==> src/rtl/char_tx_pkg.sv <==
package char_tx_pkg;
  localparam int DATA_W  = 8;
  localparam int LEN_W   = 2;
  localparam int PAR_W   = 3;
  localparam int GUARD_W = 8;
  localparam int MAX_FRAME = 1 + DATA_W + 1 + 2 + (1 << GUARD_W);
  localparam int POS_W   = $clog2(MAX_FRAME);
  localparam int NB_W    = $clog2(DATA_W + 1);

  function automatic logic [NB_W-1:0] data_bits(input logic [LEN_W-1:0] len);
    return NB_W'(DATA_W - (1 << LEN_W) + 1) + NB_W'(len);
  endfunction

  function automatic logic has_parity(input logic [PAR_W-1:0] par);
    return par[2:1] != 2'b10;
  endfunction

  function automatic logic parity_bit(input logic [DATA_W-1:0] d,
                                      input logic [LEN_W-1:0] len,
                                      input logic [PAR_W-1:0] par,
                                      input logic addr);
    logic x;
    x = 1'b0;
    for (int i = 0; i < DATA_W; i++)
      if (i < int'(data_bits(len))) x = x ^ d[i];
    case (par)
      3'b000:         return x;
      3'b001:         return ~x;
      3'b011:         return 1'b1;
      3'b110, 3'b111: return addr;
      default:        return 1'b0;
    endcase
  endfunction

  function automatic logic [POS_W-1:0] frame_len(input logic [LEN_W-1:0] len,
                                                 input logic [PAR_W-1:0] par,
                                                 input logic stop2,
                                                 input logic [GUARD_W-1:0] guard);
    return POS_W'(1) + POS_W'(data_bits(len)) + POS_W'(has_parity(par))
         + (stop2 ? POS_W'(2) : POS_W'(1)) + POS_W'(guard);
  endfunction

  function automatic logic frame_bit(input logic [DATA_W-1:0] d,
                                     input logic [POS_W-1:0] idx,
                                     input logic [NB_W-1:0] nb,
                                     input logic hp,
                                     input logic pb);
    logic [POS_W-1:0] k;
    k = idx - POS_W'(1);
    if (idx == '0) return 1'b0;
    if (idx <= POS_W'(nb)) return d[k[$clog2(DATA_W)-1:0]];
    if (hp && idx == POS_W'(nb) + POS_W'(1)) return pb;
    return 1'b1;
  endfunction
endpackage

==> src/rtl/char_tx_hold.sv <==
module char_tx_hold
  import char_tx_pkg::*;
(
  input  logic              clk,
  input  logic              rst_n,
  input  logic              wr_en,
  input  logic [DATA_W-1:0] wr_data,
  input  logic              send_addr,
  input  logic              take,
  output logic              full,
  output logic [DATA_W-1:0] data,
  output logic              addr
);
  logic addr_pending;

  always_ff @(posedge clk or negedge rst_n) begin
    if (!rst_n) begin
      full         <= 1'b0;
      data         <= '0;
      addr         <= 1'b0;
      addr_pending <= 1'b0;
    end else begin
      if (wr_en) begin
        full <= 1'b1;
        data <= wr_data;
        addr <= addr_pending;
      end else if (take) begin
        full <= 1'b0;
      end
      if (send_addr)  addr_pending <= 1'b1;
      else if (wr_en) addr_pending <= 1'b0;
    end
  end

  // a transfer with no new write frees the holding register
  assert_free_after_take_R6: assert property (@(posedge clk) disable iff (!rst_n)
    (take && !wr_en) |=> !full);
  // a write always lands, replacing whatever was held
  assert_write_lands_R9: assert property (@(posedge clk) disable iff (!rst_n)
    wr_en |=> (full && data == $past(wr_data)));
  // the address mark is consumed by exactly one write
  assert_addr_consumed_R8: assert property (@(posedge clk) disable iff (!rst_n)
    (wr_en && !send_addr) |=> !addr_pending);
  assert_addr_armed_R8: assert property (@(posedge clk) disable iff (!rst_n)
    send_addr |=> addr_pending);
endmodule

==> src/rtl/char_tx_shift.sv <==
module char_tx_shift
  import char_tx_pkg::*;
(
  input  logic               clk,
  input  logic               rst_n,
  input  logic               bit_tick,
  input  logic               hold_full,
  input  logic [DATA_W-1:0]  hold_data,
  input  logic               hold_addr,
  input  logic [LEN_W-1:0]   cfg_len,
  input  logic [PAR_W-1:0]   cfg_par,
  input  logic               cfg_stop,
  input  logic [GUARD_W-1:0] cfg_guard,
  output logic               take,
  output logic               busy,
  output logic               txd
);
  logic [DATA_W-1:0] sh_data;
  logic [NB_W-1:0]   sh_nb;
  logic              sh_hp;
  logic              sh_pb;
  logic [POS_W-1:0]  sh_len;
  logic [POS_W-1:0]  pos;
  logic [POS_W-1:0]  next_pos;
  logic              last;

  assign next_pos = pos + POS_W'(1);
  assign last     = busy && (next_pos == sh_len);
  assign take     = bit_tick && hold_full && (!busy || last);

  always_ff @(posedge clk or negedge rst_n) begin
    if (!rst_n) begin
      sh_data <= '0;
      sh_nb   <= '0;
      sh_hp   <= 1'b0;
      sh_pb   <= 1'b0;
      sh_len  <= '0;
      pos     <= '0;
      busy    <= 1'b0;
      txd     <= 1'b1;
    end else if (take) begin
      sh_data <= hold_data;
      sh_nb   <= data_bits(cfg_len);
      sh_hp   <= has_parity(cfg_par);
      sh_pb   <= parity_bit(hold_data, cfg_len, cfg_par, hold_addr);
      sh_len  <= frame_len(cfg_len, cfg_par, cfg_stop, cfg_guard);
      pos     <= '0;
      busy    <= 1'b1;
      txd     <= 1'b0;
    end else if (bit_tick && busy) begin
      if (last) begin
        busy <= 1'b0;
        pos  <= '0;
        txd  <= 1'b1;
      end else begin
        pos  <= next_pos;
        txd  <= frame_bit(sh_data, next_pos, sh_nb, sh_hp, sh_pb);
      end
    end
  end

  // the line moves only at bit-period boundaries
  assert_change_on_tick_R2: assert property (@(posedge clk) disable iff (!rst_n)
    !bit_tick |=> $stable(txd));
  // a transfer drives the start bit at once
  assert_start_bit_R6: assert property (@(posedge clk) disable iff (!rst_n)
    take |=> (!txd && busy));
  // line high whenever nothing is shifting
  assert_idle_high_R1: assert property (@(posedge clk) disable iff (!rst_n)
    !busy |-> txd);
  // a frame, guard included, ends only on a bit boundary
  assert_end_on_tick_R5: assert property (@(posedge clk) disable iff (!rst_n)
    $fell(busy) |-> $past(bit_tick));
endmodule

==> src/rtl/char_tx.sv <==
module char_tx
  import char_tx_pkg::*;
(
  input  logic               clk,
  input  logic               rst_n,
  input  logic               bit_tick,
  input  logic               wr_en,
  input  logic [DATA_W-1:0]  wr_data,
  input  logic               send_addr,
  input  logic [LEN_W-1:0]   cfg_len,
  input  logic [PAR_W-1:0]   cfg_par,
  input  logic               cfg_stop,
  input  logic [GUARD_W-1:0] cfg_guard,
  output logic               txd,
  output logic               tx_rdy,
  output logic               tx_empty
);
  logic              take;
  logic              busy;
  logic              hold_full;
  logic [DATA_W-1:0] hold_data;
  logic              hold_addr;

  char_tx_hold u_hold (
    .clk       (clk),
    .rst_n     (rst_n),
    .wr_en     (wr_en),
    .wr_data   (wr_data),
    .send_addr (send_addr),
    .take      (take),
    .full      (hold_full),
    .data      (hold_data),
    .addr      (hold_addr)
  );

  char_tx_shift u_shift (
    .clk       (clk),
    .rst_n     (rst_n),
    .bit_tick  (bit_tick),
    .hold_full (hold_full),
    .hold_data (hold_data),
    .hold_addr (hold_addr),
    .cfg_len   (cfg_len),
    .cfg_par   (cfg_par),
    .cfg_stop  (cfg_stop),
    .cfg_guard (cfg_guard),
    .take      (take),
    .busy      (busy),
    .txd       (txd)
  );

  assign tx_rdy   = !hold_full;
  assign tx_empty = !hold_full && !busy;

  // drained path implies a free holding register and an idle line
  assert_empty_means_idle_R7: assert property (@(posedge clk) disable iff (!rst_n)
    tx_empty |-> (tx_rdy && txd));
endmodule

==> config.mk <==
export PLATFORM = sky130hd
export DESIGN_NAME = char_tx
export DESIGN_NICKNAME = d
export VERILOG_FILES = /design/src/rtl/char_tx_pkg.sv /design/src/rtl/char_tx_hold.sv /design/src/rtl/char_tx_shift.sv /design/src/rtl/char_tx.sv
export SDC_FILE = /design/constraint.sdc
export NUM_CORES = 1
export LEC_CHECK = 0
export BUFFER_PORTS_ARGS = -buffer_cell sky130_fd_sc_hd__buf_2
export CAP_MARGIN = 20
export CORE_UTILIZATION = 37
export CTS_BUF_LIST = sky130_fd_sc_hd__clkbuf_4
export CTS_CLUSTER_DIAMETER = 30
export DETAILED_ROUTE_END_ITERATION = 8
export GPL_ROUTABILITY_DRIVEN = 0
export PLACE_DENSITY = 0.52
export SLEW_MARGIN = 20
export SYNTH_ARGS = -nofsm -noshare
export SYNTH_HDL_FRONTEND = slang
export SYNTH_SLANG_ARGS = --single-unit
==> constraint.sdc <==
create_clock -name clk -period 6.53 [get_ports clk]
set_input_delay 0 -clock clk [delete_from_list [all_inputs] [get_ports clk]]
set_output_delay 0 -clock clk [all_outputs]
set_load 0.02 [all_outputs]
After elaboration in Yosys (flattened, before gate mapping)
Cells that the tools add are included.
{"block": "word_totals", "output_inout_bits": 3, "ff_bits": 45, "wordCells": 116}
{"block": "classes", "mux": 54, "n_addsub": 8, "magnitude_cmp": 10, "reduce_logical": 17, "n_eq_ne": 7, "bitwise_logic": 8}
{"op": "$mux 1", "count": 48}
{"op": "$mux 9", "count": 3}
{"op": "$lt 3x4->1 const A", "count": 4}
{"op": "$add 9x1->9", "count": 1}
{"op": "$add 9x1->9 const B", "count": 1}
{"op": "$add 9x8->9", "count": 1}
{"op": "$add 9x9->9", "count": 1}
{"op": "$eq 9x5->1", "count": 1}
{"op": "$eq 9x9->1", "count": 1}
{"op": "$le 9x4->1", "count": 1}
{"op": "$logic_not 9->1", "count": 1}
{"op": "$lt 1x4->1 const A", "count": 2}
{"op": "$lt 2x4->1 const A", "count": 2}
{"op": "$reduce_bool 2->1", "count": 4}
{"op": "$xor 1x1->1", "count": 7}
{"op": "$eq 3x3->1 const B", "count": 2}
{"op": "$logic_and 1x1->1", "count": 6}
{"op": "$add 1x4->5 const A", "count": 1}
{"op": "$add 4x1->5 const B", "count": 1}
{"op": "$add 3x2->4 const A", "count": 1}
{"op": "$lt 3x4->1 const B", "count": 1}
{"op": "$pmux 1 s4", "count": 1}
{"op": "$bmux 1 s3", "count": 1}
{"op": "$eq 3x1->1 const B", "count": 1}
{"op": "10 further kinds", "count": 11}

Depth between registers and ports, before layout
Gate-level depths: netlist of run 1.
{"block": "depth", "ltp_word": 29, "depth_mapped": 12, "mapped_depth_nobuf": 12}

Modules after synthesis
From an unflattened synthesis of run 1, not the netlist that was laid out.
{"block": "hier_totals", "cells_unflattened": 276, "area_unflattened_um2": 3040.4}
{"module": "char_tx_shift", "seq_area_each_um2": 852.1, "cells_each": 249, "n_inst": 1, "area_per_inst_um2": 2591.2}
{"module": "char_tx_hold", "seq_area_each_um2": 275.3, "cells_each": 25, "n_inst": 1, "area_per_inst_um2": 441.7}
{"module": "char_tx", "seq_area_each_um2": 0.0, "cells_each": 2, "n_inst": 1, "area_per_inst_um2": 7.5}

Worst setup path after synthesis of run 1
Ideal clock, no wire load.
{"block": "synth_path", "path_type": "input to register", "startpoint": "input cfg_len[0]", "endpoint": "register u_shift.sh_len[7]", "t_arrival_ns": 2.434, "path_buffers": 0, "slack_ns": 3.966, "cell_stages": 12, "cell_sequence": "inv_1 ha_1 xor2_1 fa_1 inv_1 ha_1 a21o_1 a21oi_1 o21ai_0 a21oi_1 nor3_1 o41a_1"}
{"block": "synth_between", "elab_chain_len": 5}
{"item": "from (decl)", "line_no": "char_tx.sv:10", "source": "input logic [LEN_W-1:0] cfg_len,"}
{"item": "$add 3x2->4", "line_no": "char_tx_pkg.sv:11", "source": "return NB_W'(DATA_W - (1 << LEN_W) + 1) + NB_W'(len);"}
{"item": "$add 1x4->5", "line_no": "char_tx_pkg.sv:39", "source": "return POS_W'(1) + POS_W'(data_bits(len)) + POS_W'(has_parity(par))"}
{"item": "$add 9x1->9", "line_no": "char_tx_pkg.sv:39"}
{"item": "$add 9x9->9", "line_no": "char_tx_pkg.sv:40", "source": "+ (stop2 ? POS_W'(2) : POS_W'(1)) + POS_W'(guard);"}
{"item": "$add 9x8->9", "line_no": "char_tx_pkg.sv:40"}
{"item": "to (signal assigned)", "line_no": "char_tx_shift.sv:46", "source": "sh_len <= frame_len(cfg_len, cfg_par, cfg_stop, cfg_guard);"}
{"item": "to (decl)", "line_no": "char_tx_shift.sv:22", "source": "logic [POS_W-1:0] sh_len;"}
Every way passes these cells.
A chain may end at the register's enable or synchronous reset.

Final worst setup path of run 1
{"block": "layout_path", "startpoint": "register u_shift.pos[0]", "endpoint": "register u_shift.sh_nb[1]"}
{"block": "layout_between", "elab_chain_len": 5}
{"item": "from (decl)", "line_no": "char_tx_shift.sv:23", "source": "logic [POS_W-1:0] pos;"}
{"item": "from (signal assigned)", "line_no": "char_tx_shift.sv:56", "source": "pos <= next_pos;"}
{"item": "$add 9x1->9", "line_no": "char_tx_shift.sv:27", "source": "assign next_pos = pos + POS_W'(1);"}
{"item": "$eq 9x9->1", "line_no": "char_tx_shift.sv:28", "source": "assign last = busy && (next_pos == sh_len);"}
{"item": "$logic_and 1x1->1", "line_no": "char_tx_shift.sv:28"}
{"item": "$logic_or 1x1->1", "line_no": "char_tx_shift.sv:29", "source": "assign take = bit_tick && hold_full && (!busy || last);"}
{"item": "$logic_and 1x1->1", "line_no": "char_tx_shift.sv:29"}
{"item": "to (signal assigned)", "line_no": "char_tx_shift.sv:43", "source": "sh_nb <= data_bits(cfg_len);"}
{"item": "to (decl)", "line_no": "char_tx_shift.sv:19", "source": "logic [NB_W-1:0] sh_nb;"}
Every way passes these cells.

==> results.py, run 1 <==
metrics = {
    "sta": {
        "max_slew_margin_pct": 43.6,
        "tightest_slew_ns": 0.847,
        "fin_setup_tns_ns": 0,
        "drv_slew": 0,
        "timing.final.crit_share_pct": 50.1,
        "fin_skew_ns": 0.00452,
        "fmax_mhz": 306,
        "rsz0062_at_grt": "false",
        "final-hold-violation-count": 0,
        "setup_ws_ns": 3.26,
        "fin_crit_ns": 3.27,
        "setup_viol": 0,
    },
    "global_routing": {
        "grt_pass1_vias": 2188,
        "antenna_found_initial": 0,
        "grt_util_met1_pct": 20.8,
        "grt_first_pass_wirelength_um": 10800,
        "met3_usage_pct": 2.68,
        "grt_util_met2_pct": 28.6,
        "gr-total-overflow": 0,
        "grt_max_degree": 46,
        "grt.busiest_layer": "met2",
        "grt.total_usage_pct": 16.3,
    },
    "cts": {
        "clkLatencyLatePin_ns": 0.37,
        "clock-root-buffer": "clkbuf_4",
        "cts_tree": "yes",
        "clkTransAtPathRegs_ns": 0.15,
        "clkSinkCount": 45,
        "postCtsSetupRepairBufs": 0,
        "post_cts_resized": 0,
        "htreeDepth": 2,
        "cts_buffer_depth": 2,
        "hold_buffers": 17,
        "cts_buffers": 5,
    },
    "floorplan": {
        "ios": 30,
        "initial_core_util_pct": 38.9,
        "dieWidth_um": 93.1,
        "die_height_um": 93.1,
        "core_area_um2": 7890,
        "row_count": 32,
        "die_area_um2": 8660,
    },
    "flow_run": {
        "cap_violations": 0,
    },
    "pwr": {
        "combPwrFrac_pct": 46.1,
        "power.density_nw_per_um2": 313,
        "ir_worst_vdd_mv": 0.124,
        "internal_power_mw": 0.643,
        "seq_power_share_pct": 40.5,
        "p_clk_share_pct": 13.3,
        "leakagePower_nw": 1.57,
        "switching_power_mw": 0.452,
        "swShare_pct": 41.3,
    },
    "yosys": {
        "syn_area_um2": 3070,
        "synth_cell_types": 53,
        "syn_inst": 296,
        "ys_seq_area_share_pct": 36.7,
        "ys.flop_type": "dfrtp_1",
        "syn-num-nets": 345,
        "synthArstFlopShare_pct": 100,
        "syn-mean-instance-area_um2": 10.4,
        "synth_edf_count": 0,
        "ys_seq_elements": 45,
        "yosysWarnings": 0,
    },
    "min_path": {
        "holdCritPathClass": "primary input to flip-flop",
    },
    "detailed_routing": {
        "wirelength_um": 6450,
        "vias": 2226,
        "route.detailed.drc": 0,
        "routed_via_density": 5.04,
        "drtIter0Drc": 59,
        "dr.pass1.iters": 4,
        "wl_per_cell_um": 14.6,
        "postRouteAntennaNets": 0,
    },
    "status": {
        "status": "finished clean",
    },
    "finish": {
        "drive_gt1_share_pct": 18.5,
        "n_antenna_cell": 0,
        "syn_to_final_growth_pct": 14.1,
        "final_nets": 388,
        "fillCellCount": 782,
    },
    "setup_path": {
        "start_kind": "flip-flop",
        "path_buf_inv": 0,
        "slowest_stage": "o22ai_4",
        "cp.depth": 7,
        "reg2reg_to": "u_shift.sh_nb[1]",
        "worstSetupPathType": "flip-flop to flip-flop",
        "r2r_slack_ns": 3.26,
        "cp.required_ns": 6.80,
        "max_stage_delay_ns": 0.71,
        "path_max_fanout": 24,
        "crit_end": "u_shift.sh_nb[1]",
        "crit_start": "u_shift.pos[0]",
        "r2r-start": "u_shift.pos[0]",
        "ff2ff_path_depth": 7,
        "path_cells": "ha_1 > xnor2_2 > xnor2_1 > a2111oi_4 > nand4_4 > o22ai_4 > mux2_2",
        "cp_data_arrival_time_ns": 3.54,
        "end_kind": "flip-flop",
        "critPathTopFamily": "compound AO/OA/AOI/OAI gates",
    },
    "place": {
        "hpwlAfterDp_um": 4790,
        "io_buffers": 29,
        "dp_slack_ns": 3.24,
    },
}
==> cell usage in the layout, fill, tap and decap left out, types with 2 or more instances in the layout <==
cell | synthesis | routed
nand3_1 | 9 | 9
fa_1 | 3 | 3
nor4_1 | 3 | 3
xnor2_1 | 21 | 21
nor2b_1 | 6 | 6
mux2_1 | 14 | 14
o221ai_1 | 2 | 2
buf_2 | 2 | 28
inv_1 | 27 | 27
o2111ai_1 | 3 | 3
o21ai_0 | 13 | 12
ha_1 | 19 | 19
nor2_1 | 13 | 13
mux2_2 | 14 | 14
clkbuf_4 | 0 | 5
mux4_2 | 2 | 2
o211ai_1 | 7 | 7
nand2_1 | 28 | 28
mux2i_1 | 5 | 5
xor2_1 | 9 | 9
a21o_1 | 2 | 2
a21oi_1 | 5 | 5
nand4_1 | 2 | 2
dfrtp_1 | 44 | 44
nor3_1 | 5 | 5
dlygate4sd3_1 | 0 | 17
nand2b_1 | 2 | 2
a21boi_0 | 2 | 2
o21a_1 | 3 | 3
==> how the worst min path moves through the flow <==
stage,start,endpoint,slack (ns),cells after the start
floorplan,rst_n,u_hold.addr,-0.30,0
global placement,send_addr,u_hold.addr_pending,0.18,2
detailed placement,send_addr,u_hold.addr_pending,0.19,2
CTS,wr_en,u_hold.full,0.005,3
global route,wr_en,u_hold.data[5],0.06,2
finish,wr_en,u_hold.full,0.01,3
==> cell usage after synthesis (3+ instances only) <==
cell type   n  area, µm²
nand3_1     9       45.0
a21oi_1     5       25.0
nor2b_1     6       37.5
xnor2_1    21        184
ha_1       19        238
o211ai_1    7       52.6
mux2i_1     5       50.1
o21ai_0    13       65.1
dfrtp_1    44       1100
mux2_1     14        158
nand2_1    28        105
fa_1        3       60.1
nor4_1      3       18.8
nor3_1      5       25.0
mux2_2     14        158
xor2_1      9       78.8
o2111ai_1   3       26.3
buf_6       3       33.8
inv_1      27        101
nor2_1     13       48.8
o21a_1      3       22.5
clkbuf_1    3       11.3
==> kinds of logic (layout without fill, tap and decap cells) <==
logic type | Yosys count | after routing | share of synthesized area, %
and+or+nand+nor | 76 | 76 | 12.4
AOI/OAI and AO/OA | 49 | 49 | 12.3
DFF | 45 | 45 | 36.7
buffers and inverters | 37 | 81 | 5.58
muxes | 35 | 35 | 13.4
xor gates and xnor gates | 32 | 32 | 9.99
adders and majority gates | 22 | 22 | 9.70
==> power groups by stage <==
stage                     registers (mW)  clock network [mW]  logic (mW)
final                              0.444               0.146       0.506
after global routing               0.457               0.159       0.576
after CTS                          0.445               0.152       0.513
after detailed placement           0.451                   0       0.503
after global placement             0.451                   0       0.495
after floorplan                    0.404                   0       0.435
==> metrics by stage <==
step	power [mW]	hold slack (ns)	instances	util, %	cell area [µm²]
2_1_floorplan	0.839	-0.296	296	-	3070
3_3_place_gp	0.946	0.184	417	41.5	3270
3_5_place_dp	0.954	0.190	417	41.5	3270
4_1_cts	1.11	0.00502	442	44.4	3500
5_1_grt	1.19	0.0615	442	44.4	3500
6_report	1.10	0.0109	442	44.4	3500
==> flip-flops by register name, indices dropped and copies added, names as in the netlist <==
name,flops
u_shift.sh_data,8
u_hold.data,8
u_shift.pos,9
u_shift.txd,1
u_hold.full,1
u_shift.sh_len,9
u_shift.busy,1
u_shift.sh_pb,1
u_shift.sh_nb,4
u_shift.sh_hp,1
u_hold.addr,1
u_hold.addr_pending,1
==> per-layer routing <==
layer  part of all wire (%)  up-vias
met2                     49       40
met5                      0        -
li1                       -     1116
met1                     47     1063
met4                    1.0        0
met3                    2.4        7
==> worst reg2reg max path: cells and delay by family, from the launching register on <==
| kind | cells | cell delay, ns |
|---|---|---|
| adder cells (fa/ha/maj) | 1 | 0.37 |
| flip-flops | 1 | 0.53 |
| AO/OA/AOI/OAI | 2 | 1.05 |
| XOR/XNOR | 2 | 0.53 |
| AND/OR/NAND/NOR | 1 | 0.27 |
| multiplexers | 1 | 0.43 |
==> area by class of cell <==
class,count,area [µm²],area share (%)
multi-input cells,214,1770,50.5
clock inverters,3,21.3,0.607
clock buffers,5,37.5,1.07
flip-flops and latches,45,1130,32.2
inverters,27,101,2.89
repair buffers,46,318,9.07
well taps,102,128,3.64
No activity file was read; power rests on OpenSTA's default activity.
==> inputs of run 2 (changes only) <==
Settings changed: PLACE_DENSITY 0.52 to 0.54.
Clock period 6.53 ns to 2.63 ns, I/O delays scaled along.
==> results.py, run 2 (same netlist as run 1, synthesis figures left out) <==
metrics = {
    "global_routing": {
        "antenna_found_initial": 0,
        "grt.total_usage_pct": 17.5,
        "gr-total-overflow": 0,
        "grt_first_pass_wirelength_um": 11700,
        "grt_max_degree": 29,
        "grt_pass1_vias": 2423,
    },
    "cts": {
        "cts_tree": "yes",
        "clkLatencyLatePin_ns": 0.37,
        "clkTransAtPathRegs_ns": 0.14,
        "cts_buffers": 5,
        "clkSinkCount": 45,
        "postCtsSetupRepairBufs": 0,
        "clock-root-buffer": "clkbuf_4",
        "cts_buffer_depth": 2,
        "htreeDepth": 2,
    },
    "setup_path": {
        "start_kind": "flip-flop",
        "cp_data_arrival_time_ns": 2.72,
        "worstSetupPathType": "flip-flop to flip-flop",
        "end_kind": "flip-flop",
        "path_max_fanout": 8,
        "cp.required_ns": 2.88,
    },
    "pwr": {
        "swShare_pct": 38.7,
        "seq_power_share_pct": 36.4,
        "power.density_nw_per_um2": 793,
        "combPwrFrac_pct": 48.5,
        "p_clk_share_pct": 15.0,
        "total_power_mw": 2.97,
        "internal_power_mw": 1.82,
        "switching_power_mw": 1.15,
        "leakagePower_nw": 1.71,
        "ir_worst_vdd_mv": 0.279,
    },
    "finish": {
        "instances_no_fill": 467,
        "fillCellCount": 726,
        "final_nets": 414,
        "largestRegisters": "u_shift.pos x9, u_shift.sh_len x9",
        "mostFrequentLayoutCells": "dfrtp_1 (43), buf_2 (29), nand2_1 (28), inv_1 (27), buf_4 (25)",
        "syn_to_final_growth_pct": 21.9,
        "layout_commonest_cell": "dfrtp_1",
        "drive_gt1_share_pct": 24.9,
        "n_antenna_cell": 0,
    },
    "sta": {
        "fin_setup_tns_ns": 0,
        "setup_viol": 0,
        "fmax_mhz": 406,
        "fin_skew_ns": 0.0167,
        "timing.final.crit_share_pct": 93.8,
        "final-hold-violation-count": 0,
        "max_slew_margin_pct": 52.9,
        "drv_slew": 0,
        "whs_ns": 0.0292,
        "rsz0062_at_grt": "false",
        "fin_crit_ns": 2.47,
        "tightest_slew_ns": 0.707,
    },
    "floorplan": {
        "die_area_um2": 8660,
        "ios": 30,
        "die_height_um": 93.1,
        "row_count": 32,
        "core_area_um2": 7890,
        "dieWidth_um": 93.1,
        "initial_core_util_pct": 38.9,
    },
    "detailed_routing": {
        "postRouteAntennaNets": 0,
        "dr.pass1.iters": 4,
        "routed_via_density": 5.09,
        "route.detailed.drc": 0,
        "wl_per_cell_um": 14.9,
        "wirelength_um": 6940,
        "drtIter0Drc": 56,
        "vias": 2375,
    },
    "place": {
        "hpwlAfterDp_um": 5240,
        "dp.cells": 443,
        "io_buffers": 29,
    },
    "flow_run": {
        "cap_violations": 0,
    },
    "status": {
        "status": "finished clean",
    },
    "min_path": {
        "holdCritPathClass": "primary input to flip-flop",
    },
}
==> run 2: cell types whose count changed in the layout (fill, tap and decap cells not counted), sizes merged <==
cell,previous run,this run
buf,29,55
clkinv,2,0
bufinv,0,1
==> run 2: stage by stage <==
| stage | area (µm²) | utilization (%) | setup WS, ns |
|---|---|---|---|
| final | 3740 | 47.4 | 0.164 |
| after global routing | 3740 | 47.4 | 0.0189 |
| after CTS | 3730 | 47.2 | 0.00272 |
| after detailed placement | 3480 | 44.1 | -0.191 |
| after global placement | 3480 | 44.1 | -0.0930 |
| after floorplan | 3070 | - | 0.0663 |
==> run 2: routing by layer <==
metal	global-route usage, %	vias up	part of all wire (%)
li1	-	1168	-
met1	22.8	1153	47
met2	29.7	44	49
met3	2.93	10	2.7
met4	5.00	0	1.2
met5	0	-	0
==> run 2: layout make-up <==
| type | count | area (µm²) | share of cell area [%] |
|---|---|---|---|
| Inverter | 27 | 101 | 2.71 |
| Multi-Input combinational cell | 214 | 1780 | 47.7 |
| Clock inverter | 2 | 38.8 | 1.04 |
| Tap cell | 102 | 128 | 3.41 |
| Clock buffer | 5 | 37.5 | 1.00 |
| Sequential cell | 45 | 1130 | 30.2 |
| Timing Repair Buffer | 72 | 523 | 14.0 |
==> run 2: final timing paths <==
kind,to,cells past startpoint,slack [ns],from
max reg2reg,u_shift.pos[8],9,0.16,u_shift.pos[1]
min,u_shift.sh_len[8],4,0.03,cfg_guard[7]
max,u_shift.pos[8],9,0.16,u_shift.pos[1]
min in group asynchronous,u_shift.sh_nb[0],2,0.20,rst_n
max in group asynchronous,u_shift.sh_len[1],3,1.71,rst_n
min reg2reg,u_shift.sh_data[3],1,0.51,u_shift.sh_data[3]
==> run 2: power groups by stage <==
stage | clock network, mW | logic (mW) | registers, mW
4_1_cts | 0.467 | 1.45 | 1.07
3_3_place_gp | 0 | 1.40 | 1.08
6_report | 0.446 | 1.44 | 1.08
3_5_place_dp | 0 | 1.43 | 1.09
2_1_floorplan | 0 | 1.08 | 1.00
5_1_grt | 0.485 | 1.62 | 1.11
==> run 2: worst max-delay path, stage by stage, from the launching register on <==
cell       delay (ns)
dfrtp_1          0.43
buf_4            0.16
ha_1             0.30
xnor2_1          0.16
nand2_1          0.10
a2111oi_4        0.25
nand4_4          0.20
buf_4            0.22
o211ai_2         0.38
o211ai_1         0.16
==> run 2: what timing repair did <==
item	4_1_cts	5_1_grt
hold buffers	17	0
endpoints found under the setup margin	0	31
endpoints found under the hold margin	43	0
gates resized for setup	0	3
